$ cat config.mk
export PLATFORM = sky130hd
export DESIGN_NAME = sram_seq_ctrl
export DESIGN_NICKNAME = d
export VERILOG_FILES = /design/src/rtl/sram_seq_pkg.sv /design/src/rtl/sram_phase_timer.sv /design/src/rtl/sram_access_seq.sv /design/src/rtl/sram_bus_regs.sv /design/src/rtl/sram_seq_ctrl.sv
export SDC_FILE = /design/constraint.sdc
export NUM_CORES = 1
export LEC_CHECK = 0
export BUFFER_PORTS_ARGS = -buffer_cell sky130_fd_sc_hd__buf_2
export CAP_MARGIN = 20
export CELL_PAD_IN_SITES_DETAIL_PLACEMENT = 0
export CELL_PAD_IN_SITES_GLOBAL_PLACEMENT = 1
export CORE_MARGIN = 5
export CORE_UTILIZATION = 31
export DETAILED_ROUTE_END_ITERATION = 8
export HOLD_SLACK_MARGIN = 0.15
export PLACE_DENSITY_LB_ADDON = 0.1
export SYNTH_ARGS = -nofsm -noshare
export SYNTH_HDL_FRONTEND = slang
export SYNTH_SLANG_ARGS = --single-unit
$ cat constraint.sdc
create_clock -name clk -period 1.86 [get_ports clk]
set_input_delay 0.279 -clock clk [delete_from_list [all_inputs] [get_ports clk]]
set_output_delay 0.279 -clock clk [all_outputs]
set_load 0.02 [all_outputs]
$ cat src/rtl/sram_seq_pkg.sv
package sram_seq_pkg;

    typedef enum logic [1:0] {
        PH_IDLE  = 2'd0,
        PH_READ  = 2'd1,
        PH_WRITE = 2'd2,
        PH_RECOV = 2'd3
    } phase_e;

    typedef struct packed {
        logic ce_n;
        logic oe_n;
        logic we_n;
        logic drive;
    } strobe_t;

    function automatic int unsigned ceil_div(input int unsigned num, input int unsigned den);
        return (num + den - 1) / den;
    endfunction

    function automatic int unsigned at_least_one(input int unsigned v);
        return (v == 0) ? 1 : v;
    endfunction

    function automatic int unsigned max3(input int unsigned a, input int unsigned b,
                                         input int unsigned c);
        int unsigned m;
        m = (a > b) ? a : b;
        return (m > c) ? m : c;
    endfunction

    // Pin pattern for each phase of the access sequence.
    function automatic strobe_t strobes_for(input phase_e ph);
        strobe_t s;
        case (ph)
            PH_READ:  s = '{ce_n: 1'b0, oe_n: 1'b0, we_n: 1'b1, drive: 1'b0};
            PH_WRITE: s = '{ce_n: 1'b0, oe_n: 1'b1, we_n: 1'b0, drive: 1'b1};
            default:  s = '{ce_n: 1'b1, oe_n: 1'b1, we_n: 1'b1, drive: 1'b0};
        endcase
        return s;
    endfunction

endpackage

$ cat src/rtl/sram_phase_timer.sv
module sram_phase_timer #(
    parameter int unsigned CNT_W = 3
) (
    input  logic             clk,
    input  logic             rst,
    input  logic             load,
    input  logic [CNT_W-1:0] load_val,
    output logic             last
);
    logic [CNT_W-1:0] cnt_q;

    always_ff @(posedge clk) begin
        if (rst) begin
            cnt_q <= '0;
        end else if (load) begin
            cnt_q <= load_val;
        end else if (cnt_q != '0) begin
            cnt_q <= cnt_q - 1'b1;
        end
    end

    assign last = (cnt_q == '0);

endmodule

$ cat src/rtl/sram_access_seq.sv
module sram_access_seq
    import sram_seq_pkg::*;
#(
    parameter int unsigned RD_LEN  = 4,
    parameter int unsigned WR_LEN  = 3,
    parameter int unsigned REC_LEN = 1,
    parameter int unsigned CNT_W   = 3
) (
    input  logic   clk,
    input  logic   rst,
    input  logic   req_valid,
    input  logic   req_write,
    output logic   accept,
    output logic   capture,
    output logic   done,
    output phase_e phase
);
    localparam logic [CNT_W-1:0] RD_M1  = CNT_W'(RD_LEN - 1);
    localparam logic [CNT_W-1:0] WR_M1  = CNT_W'(WR_LEN - 1);
    localparam logic [CNT_W-1:0] REC_M1 = CNT_W'(REC_LEN - 1);

    phase_e           phase_q, phase_d;
    logic             t_load, t_last, end_acc, done_q;
    logic [CNT_W-1:0] t_val;

    sram_phase_timer #(.CNT_W(CNT_W)) u_timer (
        .clk      (clk),
        .rst      (rst),
        .load     (t_load),
        .load_val (t_val),
        .last     (t_last)
    );

    always_comb begin
        phase_d = phase_q;
        t_load  = 1'b0;
        t_val   = '0;
        accept  = 1'b0;
        capture = 1'b0;
        end_acc = 1'b0;
        case (phase_q)
            PH_IDLE: begin
                if (req_valid) begin
                    accept  = 1'b1;
                    t_load  = 1'b1;
                    phase_d = req_write ? PH_WRITE : PH_READ;
                    t_val   = req_write ? WR_M1 : RD_M1;
                end
            end
            PH_READ: begin
                if (t_last) begin
                    capture = 1'b1;
                    end_acc = 1'b1;
                    t_load  = 1'b1;
                    t_val   = REC_M1;
                    phase_d = PH_RECOV;
                end
            end
            PH_WRITE: begin
                if (t_last) begin
                    end_acc = 1'b1;
                    t_load  = 1'b1;
                    t_val   = REC_M1;
                    phase_d = PH_RECOV;
                end
            end
            default: begin
                if (t_last) begin
                    phase_d = PH_IDLE;
                end
            end
        endcase
    end

    always_ff @(posedge clk) begin
        if (rst) begin
            phase_q <= PH_IDLE;
            done_q  <= 1'b0;
        end else begin
            phase_q <= phase_d;
            done_q  <= end_acc;
        end
    end

    assign phase = phase_q;
    assign done  = done_q;


    done_pulse_chk: assert property (@(posedge clk) disable iff (rst)
        done |=> !done);


    done_in_recov_chk: assert property (@(posedge clk) disable iff (rst)
        done |-> (phase_q == PH_RECOV));

endmodule

$ cat src/rtl/sram_bus_regs.sv
module sram_bus_regs #(
    parameter int unsigned ADDR_W = 19,
    parameter int unsigned DATA_W = 8
) (
    input  logic              clk,
    input  logic              rst,
    input  logic              accept,
    input  logic              capture,
    input  logic [ADDR_W-1:0] req_addr,
    input  logic [DATA_W-1:0] req_wdata,
    input  logic [DATA_W-1:0] dq_in,
    output logic [ADDR_W-1:0] addr_q,
    output logic [DATA_W-1:0] wdata_q,
    output logic [DATA_W-1:0] rdata_q
);
    always_ff @(posedge clk) begin
        if (rst) begin
            addr_q  <= '0;
            wdata_q <= '0;
        end else if (accept) begin
            addr_q  <= req_addr;
            wdata_q <= req_wdata;
        end
    end

    always_ff @(posedge clk) begin
        if (rst) begin
            rdata_q <= '0;
        end else if (capture) begin
            rdata_q <= dq_in;
        end
    end

endmodule

$ cat src/rtl/sram_seq_ctrl.sv
module sram_seq_ctrl
    import sram_seq_pkg::*;
#(
    parameter int unsigned ADDR_W        = 19,
    parameter int unsigned DATA_W        = 8,
    parameter int unsigned CLK_PERIOD_NS = 10,
    parameter int unsigned ACCESS_NS     = 25,
    parameter int unsigned RELEASE_NS    = 10
) (
    input  logic              clk,
    input  logic              rst,
    input  logic              req_valid,
    input  logic              req_write,
    input  logic [ADDR_W-1:0] req_addr,
    input  logic [DATA_W-1:0] req_wdata,
    output logic [DATA_W-1:0] rsp_rdata,
    output logic              rsp_done,
    output logic              mem_ce_n,
    output logic              mem_oe_n,
    output logic              mem_we_n,
    output logic [ADDR_W-1:0] mem_addr,
    output logic [DATA_W-1:0] mem_dq_out,
    output logic              mem_dq_oe,
    input  logic [DATA_W-1:0] mem_dq_in
);
    localparam int unsigned ACC_CYC = ceil_div(ACCESS_NS, CLK_PERIOD_NS);
    localparam int unsigned RD_LEN  = ACC_CYC + 1;
    localparam int unsigned WR_LEN  = at_least_one(ACC_CYC);
    localparam int unsigned REC_LEN = at_least_one(ceil_div(RELEASE_NS, CLK_PERIOD_NS));
    localparam int unsigned CNT_W   = $clog2(max3(RD_LEN, WR_LEN, REC_LEN) + 1);

    logic    accept, capture;
    phase_e  phase;
    strobe_t pins;

    sram_access_seq #(
        .RD_LEN  (RD_LEN),
        .WR_LEN  (WR_LEN),
        .REC_LEN (REC_LEN),
        .CNT_W   (CNT_W)
    ) u_seq (
        .clk       (clk),
        .rst       (rst),
        .req_valid (req_valid),
        .req_write (req_write),
        .accept    (accept),
        .capture   (capture),
        .done      (rsp_done),
        .phase     (phase)
    );

    sram_bus_regs #(
        .ADDR_W (ADDR_W),
        .DATA_W (DATA_W)
    ) u_regs (
        .clk       (clk),
        .rst       (rst),
        .accept    (accept),
        .capture   (capture),
        .req_addr  (req_addr),
        .req_wdata (req_wdata),
        .dq_in     (mem_dq_in),
        .addr_q    (mem_addr),
        .wdata_q   (mem_dq_out),
        .rdata_q   (rsp_rdata)
    );

    assign pins      = strobes_for(phase);
    assign mem_ce_n  = pins.ce_n;
    assign mem_oe_n  = pins.oe_n;
    assign mem_we_n  = pins.we_n;
    assign mem_dq_oe = pins.drive;


    no_contention_chk: assert property (@(posedge clk) disable iff (rst)
        !(mem_dq_oe && !mem_oe_n));


    deselect_quiet_chk: assert property (@(posedge clk) disable iff (rst)
        mem_ce_n |-> (mem_oe_n && mem_we_n && !mem_dq_oe));


    addr_hold_chk: assert property (@(posedge clk) disable iff (rst)
        (!mem_ce_n && !$past(mem_ce_n)) |-> $stable(mem_addr));


    release_gap_chk: assert property (@(posedge clk) disable iff (rst)
        $rose(mem_ce_n) |=> mem_ce_n);


    done_after_access_chk: assert property (@(posedge clk) disable iff (rst)
        rsp_done |-> (mem_ce_n && !$past(mem_ce_n)));

endmodule

==> results.md, run 1 <==
* Critical path fanouts, max at 4
* Count of non-filler cells in the finished layout at between 300 and 400
* Final hold violations at 0
* Core area at between 5000 and 6000 sq um
* Count of H-tree levels built during CTS at 2
* All-Layer GR Usage at 0.122
* Commonest non-fill, non-tap cell in the layout: sky130_fd_sc_hd__buf_2
* Critical path class: flop to output port
* Leakage power at 1.04 nW
* Drt first pass iters at 4
* Number of maximum-capacitance constraint violations at 0
* Worst slew margin at 0.654
* Net count of the finished layout at 328
* Hold buffer count at CTS at 0
* Type of destination of the critical path: output port
* Count of buffers inserted at the top-level ports at around 80
* Maximum number of pins on one net before global-route repair at 28
* Number of pins with negative max-slew slack in the final report at 0
* Die Outline Area at 6850 sq um
* Total clock sinks at 41
* Data arrival time of the critical path at 1.40 ns
* Cell count after synthesis at roughly 200
* DIE HEIGHT at approximately 83 um
* Critical path data required time at around 1.6 ns
* Avg Vias per Cell at 4.41
* Final number of setup-violating endpoints at 0
* Sum of negative setup slack at 0 ns
* Fill cell total of the finished layout at between 600 and 700
* Initial Util at 0.319
* Buffers from clock root to sink, at most at 2
* Unrepaired setup endpoints after global routing: no
* Clock slew seen by the registers of the worst setup and hold paths at 0.08 ns
* Net count after synthesis at ~250
* Reg2Reg Launch Point: u_seq.phase[0]
* Sequential Area at slightly above 800 sq um
* Cell Pwr Density at between 1000 and 1500 nW/um^2
* Wire length the detailed router placed on met1 at approximately 1.7 mm
* IO Count at 79
* Critical path capture point: mem_ce_n
* Period utilisation layout at 0.905
* Via count of the first global-routing pass at between 1,000 and 1,500
* Critical path startpoint: u_seq.phase[0]
* Detailed Route WL at ~4.1 mm
* Status: finished clean
* Number of rows created at floorplan at 26
* Capture point of the worst reg-to-reg path: u_seq.phase[1]
* Share of layout cells above drive strength 1 at 0.330
* Critical Path Source Type: flop
* Clk Tree Root Cell: sky130_fd_sc_hd__clkbuf_8
* Post-Synthesis Cell Area at roughly 1600 sq um
* Post-CTS sizing at 0
* Post-CTS Setup Bufs at 0
* Highest ir drop seen on vdd at ~480 uV
* Met2 wirelength from detailed routing at slightly below 2 mm
* FF+latch count, synth at a little over 40
* Setup clock skew after layout at slightly below 0.005 ns
* Register area share after synthesis at 0.500
* Met3 wirelength from detailed routing at around 410 um
* Area overhead of the layout relative to synthesis at 33.1%
* Antenna violations before repair at 0
* Iteration-0 DRC count of the detailed router at between 40 and 50
* Register-to-Register Setup Slack at 0.22 ns
* CTS tree: yes
* Highest metal layer with signal wires: met4
* Number of warning messages in the yosys log at 0
* Unique masters post-synth at 24
* Wire per inst at about 12 um
* Final GP Congestion at about 0.66
* Via count of the routed design at around 1,600
* Global-route wire length before repair at around 6.5 mm
* Horizontal die dimension at between 80 and 90 um
* R2r worst-path depth at 6
* Antenna diode instance count at 0
* Number of clock buffers inserted by TritonCTS at 5
* Total area of multi-input combinational cells at a little over 700 sq um
* Synth Area per Inst at roughly 8 sq um
* Number of placed cells counting well taps at between 300 and 400
* Congestion Overflow GR at 0
* Clock period minus worst slack at 1.68 ns
* Worst-skew pair later-pin latency at between 0.2 and 0.3 ns
* Path type of the worst min-delay path: input pin to flop
* Total half-perimeter wirelength after legalization and detailed placement at slightly above 3 mm
* Fmax at 0.594 GHz
* Leading cell types in the layout, fill and taps excluded: 78 x sky130_fd_sc_hd__buf_2, 64 x sky130_fd_sc_hd__nand2_1, 41 x sky130_fd_sc_hd__dfxtp_1, 38 x sky130_fd_sc_hd__a21oi_1
* Total DRC errors in the routed layout at 0
* Antenna viol nets, final at 0
* Transition time at the pin with the least slew margin at 0.519 ns
state kept, by name (all words and copies together), names as in the netlist:
signal	cells
u_regs.addr_q	19
u_regs.rdata_q	8
u_regs.wdata_q	8
u_seq.done	1
u_seq.phase	2
u_seq.u_timer.cnt_q	3
per-stage QoR:
step / cell area (sq um) / hold WS (ns) / worst slack, ns / utilization / total power [mW]
2_1_floorplan: 1640 / 0.415 / 0.367 / - / 2.03
3_3_place_gp: 2090 / 0.441 / 0.260 / 0.407 / 2.39
3_5_place_dp: 2090 / 0.445 / 0.231 / 0.407 / 2.39
4_1_cts: 2180 / 0.207 / 0.159 / 0.425 / 2.99
5_1_grt: 2180 / 0.204 / 0.0899 / 0.425 / 3.16
6_report: 2180 / 0.220 / 0.177 / 0.425 / 2.93
worst min-delay path by stage:
stage               slack (ns)              start  depth (start not counted)           endpoint
finish                    0.22        req_addr[1]                          3   u_regs.addr_q[1]
global route              0.20        req_addr[2]                          3   u_regs.addr_q[2]
CTS                       0.21       req_addr[10]                          3  u_regs.addr_q[10]
detailed placement        0.44  u_regs.rdata_q[6]                          2  u_regs.rdata_q[6]
global placement          0.44  u_regs.rdata_q[6]                          2  u_regs.rdata_q[6]
floorplan                 0.41       req_addr[18]                          2  u_regs.addr_q[18]
per-layer routing:
| layer | vias up | GRT usage |
|---|---|---|
| met2 | 47 | 0.210 |
| met5 | - | 0 |
| met4 | 0 | 0.0343 |
| li1 | 812 | - |
| met1 | 688 | 0.134 |
| met3 | 6 | 0.0575 |
report_power, final:
part	leakage, nW	internal (mW)	switching, mW	total [mW]
clock network	0.0433	0.293	0.289	0.582
registers	0.336	1.05	0.0920	1.14
logic	0.659	0.448	0.751	1.20
kinds of logic (layout without fill, tap and decap cells):
logic type               Yosys count  in the layout  synth area share
AO/OA/AOI/OAI                     44             44             0.146
adder cells (fa/ha/maj)            7              7            0.0534
buffers and inverters             21             98            0.0587
flip-flops                        41             41             0.500
multiplexers                       3              3            0.0183
AND/OR/NAND/NOR                   89             89             0.223
synth_stat cells:
library cell | number | area [sq um]
sky130_fd_sc_hd__a21o_1 | 1 | 7.51
sky130_fd_sc_hd__a21oi_1 | 38 | 190
sky130_fd_sc_hd__a221oi_2 | 1 | 15.0
sky130_fd_sc_hd__a2bb2oi_1 | 1 | 8.76
sky130_fd_sc_hd__a31oi_1 | 1 | 6.26
sky130_fd_sc_hd__and2_1 | 1 | 6.26
sky130_fd_sc_hd__buf_2 | 2 | 10.0
sky130_fd_sc_hd__buf_4 | 4 | 30.0
sky130_fd_sc_hd__clkbuf_1 | 8 | 30.0
sky130_fd_sc_hd__dfxtp_1 | 41 | 821
sky130_fd_sc_hd__ha_1 | 7 | 87.6
sky130_fd_sc_hd__inv_1 | 7 | 26.3
sky130_fd_sc_hd__mux2i_1 | 3 | 30.0
sky130_fd_sc_hd__nand2_1 | 64 | 240
sky130_fd_sc_hd__nand2_2 | 1 | 6.26
sky130_fd_sc_hd__nand2b_1 | 2 | 12.5
sky130_fd_sc_hd__nand3_1 | 8 | 40.0
sky130_fd_sc_hd__nor2_1 | 8 | 30.0
sky130_fd_sc_hd__nor2b_1 | 2 | 12.5
sky130_fd_sc_hd__nor3_1 | 1 | 5.00
sky130_fd_sc_hd__o21ai_0 | 1 | 5.00
sky130_fd_sc_hd__o22ai_1 | 1 | 6.26
sky130_fd_sc_hd__or2b_1 | 1 | 7.51
sky130_fd_sc_hd__or3_1 | 1 | 6.26
layout make-up:
type                            count  share of cell area
Timing Repair Buffer               84               0.199
Sequential cell                    41               0.376
Tap cell                           70              0.0401
Clock buffer                        6              0.0378
Multi-Input combinational cell    143               0.331
Clock inverter                      1             0.00344
Inverter                            7              0.0120
worst max-delay path: stages (launching register included):
cell,delay (ns)
sky130_fd_sc_hd__dfxtp_1,0.39
sky130_fd_sc_hd__inv_1,0.10
sky130_fd_sc_hd__ha_1,0.35
sky130_fd_sc_hd__inv_1,0.11
sky130_fd_sc_hd__buf_2,0.17
(Power assumes the default switching activity.)
==> run 2: changes to the inputs <==
--- a/config.mk
+++ b/config.mk
@@ -11,6 +11,7 @@
 export CELL_PAD_IN_SITES_GLOBAL_PLACEMENT = 1
 export CORE_MARGIN = 5
 export CORE_UTILIZATION = 31
+export CTS_BUF_LIST = sky130_fd_sc_hd__clkbuf_16
 export DETAILED_ROUTE_END_ITERATION = 8
 export HOLD_SLACK_MARGIN = 0.15
 export PLACE_DENSITY_LB_ADDON = 0.1
==> results.md, run 2 (synthesis results as in run 1) <==
* Congestion Overflow GR at 0
* Antenna viol nets, final at 0
* Number of clock buffers inserted by TritonCTS at 5
* Clock period minus worst slack at between 1.5 and 2 ns
* Post-CTS sizing at 0
* Registers with the highest flip-flop counts: u_regs.addr_q (19), u_regs.rdata_q (8), u_regs.wdata_q (8)
* Highest metal layer with signal wires: met4
* Cell-internal power at 1.99 mW
* Number of maximum-capacitance constraint violations at 0
* Data arrival time of the critical path at approximately 1.4 ns
* All-Layer GR Usage at 0.124
* Commonest non-fill, non-tap cell in the layout: sky130_fd_sc_hd__buf_2
* Fill cell total of the finished layout at 596
* Final number of setup-violating endpoints at 0
* Critical path fanouts, max at 4
* Clock slew seen by the registers of the worst setup and hold paths at 0.06 ns
* DIE HEIGHT at between 80 and 90 um
* Die Outline Area at ~7000 sq um
* Smallest hold slack at around 0.23 ns
* Clk Tree Root Cell: sky130_fd_sc_hd__clkbuf_16
* Share of the core filled with cells at 0.434
* Iteration-0 DRC count of the detailed router at 53
* Share of layout cells above drive strength 1 at 0.326
* Worst-skew pair later-pin latency at ~0.28 ns
* Critical path class: flop to output port
* Final GP Congestion at roughly 0.66
* Maximum number of pins on one net before global-route repair at 28
* Antenna violations before repair at 0
* Critical Path Source Type: flop
* Count of H-tree levels built during CTS at 2
* Cell Pwr Density at 1410 nW/um^2
* Number of flip-flops under the largest register name at 19
* Critical hold path startpoint: req_addr[1]
* Drt first pass iters at 4
* Fmax at ~0.60 GHz
* Leakage power at 1.06 nW
* Met3 wirelength from detailed routing at about 400 um
* Met2 wirelength from detailed routing at about 1.9 mm
* Register containing the most flip-flops in the final layout: u_regs.addr_q
* Switching Power at approximately 1.2 mW
* Total half-perimeter wirelength after legalization and detailed placement at just over 3 mm
* Avg Vias per Cell at roughly 4.4
* Reg2Reg Launch Point: u_seq.phase[0]
* Wire per inst at ~12 um
* Final worst setup slack at 0.192 ns
* Detailed Route WL at 4.12 mm
* Path type of the worst min-delay path: input pin to flop
* Global-route wire length before repair at around 6.5 mm
* Share of power burned in registers at 0.364
* Hold buffer count at CTS at 0
* Number of rows created at floorplan at 26
* Critical path data required time at about 1.6 ns
* Setup clock skew after layout at between 0.004 and 0.005 ns
* Buffers from clock root to sink, at most at 2
* Wire length the detailed router placed on met1 at between 1.5 and 2 mm
* Sw frac at 0.370
* Type of destination of the critical path: output port
* Number of pins with negative max-slew slack in the final report at 0
* Horizontal die dimension at approximately 83 um
* Total clock sinks at between 40 and 50
* Leading cell types in the layout, fill and taps excluded: 78 x sky130_fd_sc_hd__buf_2, 64 x sky130_fd_sc_hd__nand2_1, 41 x sky130_fd_sc_hd__dfxtp_1, 38 x sky130_fd_sc_hd__a21oi_1
* Unrepaired setup endpoints after global routing: no
* Post-Place Setup Slack at around 0.23 ns
* Transition time at the pin with the least slew margin at ~0.53 ns
* Area overhead of the layout relative to synthesis at 35.9%
* CTS tree: yes
* Critical path startpoint: u_seq.phase[0]
* Initial Util at 0.319
* Net count of the finished layout at 328
* Via count of the first global-routing pass at between 1,000 and 1,500
* Sum of negative setup slack at 0 ns
* Total DRC errors in the routed layout at 0
* Highest ir drop seen on vdd at 502 uV
* Worst slew margin at 0.649
* IO Count at 79
* Status: finished clean
* Antenna diode instance count at 0
* Core area at around 5100 sq um
* Post-CTS Setup Bufs at 0
* Via count of the routed design at between 1,500 and 2,000
* Final hold violations at 0
* Period utilisation layout at 0.897
* Sum of internal, switching and leakage power at ~3.2 mW
* Proportion of power drawn by combinational gates at 0.381
* Count of buffers inserted at the top-level ports at 78
* Clock network power share at 0.255
==> run 2: changes by cell type in the layout (fill, tap and decap cells not counted) <==
cell | before | now
sky130_fd_sc_hd__clkbuf_8 | 6 | 0
sky130_fd_sc_hd__clkbuf_16 | 0 | 5
sky130_fd_sc_hd__clkinv_1 | 0 | 1
==> run 2: cell type report <==
| cell class | count | area [sq um] | area share |
|---|---|---|---|
| tap | 70 | 87.6 | 0.0393 |
| timing repair buffer | 84 | 435 | 0.195 |
| sequential | 41 | 821 | 0.368 |
| inverter | 7 | 26.3 | 0.0118 |
| multi-input combinational | 143 | 723 | 0.324 |
| clock inverter | 2 | 11.3 | 0.00505 |
| clock buffer | 5 | 125 | 0.0561 |
==> run 2: layer usage <==
metal	global-route usage	up-vias
met3	0.0575	8
met1	0.136	680
met2	0.210	47
met5	0	-
li1	-	812
met4	0.0441	0
==> run 2: power groups by stage <==
| stage | sequential, mW | combinational (mW) | clock [mW] |
|---|---|---|---|
| 6_report | 1.15 | 1.20 | 0.804 |
| 5_1_grt | 1.17 | 1.34 | 0.877 |
| 4_1_cts | 1.15 | 1.22 | 0.838 |
| 3_5_place_dp | 1.17 | 1.22 | 0 |
| 3_3_place_gp | 1.16 | 1.23 | 0 |
| 2_1_floorplan | 1.32 | 0.706 | 0 |
==> run 2: stage by stage <==
step	area, sq um	instances
2_1_floorplan	1640	205
3_3_place_gp	2090	345
3_5_place_dp	2090	345
4_1_cts	2230	352
5_1_grt	2230	352
6_report	2230	352
==> run 2: final timing paths <==
kind                       endpoint  slack, ns  depth (start not counted)
setup / recovery           mem_ce_n       0.19                          4
hold reg to reg   u_regs.rdata_q[2]       0.45                          2
setup reg to reg     u_seq.phase[0]       0.22                          6
hold / removal     u_regs.addr_q[1]       0.23                          3
==> run 2: critical path, cell delays in order, from the launching register on <==
cell and delay, ns:
sky130_fd_sc_hd__dfxtp_1 0.38, sky130_fd_sc_hd__inv_1 0.10, sky130_fd_sc_hd__ha_1 0.35, sky130_fd_sc_hd__inv_1 0.11, sky130_fd_sc_hd__buf_2 0.17
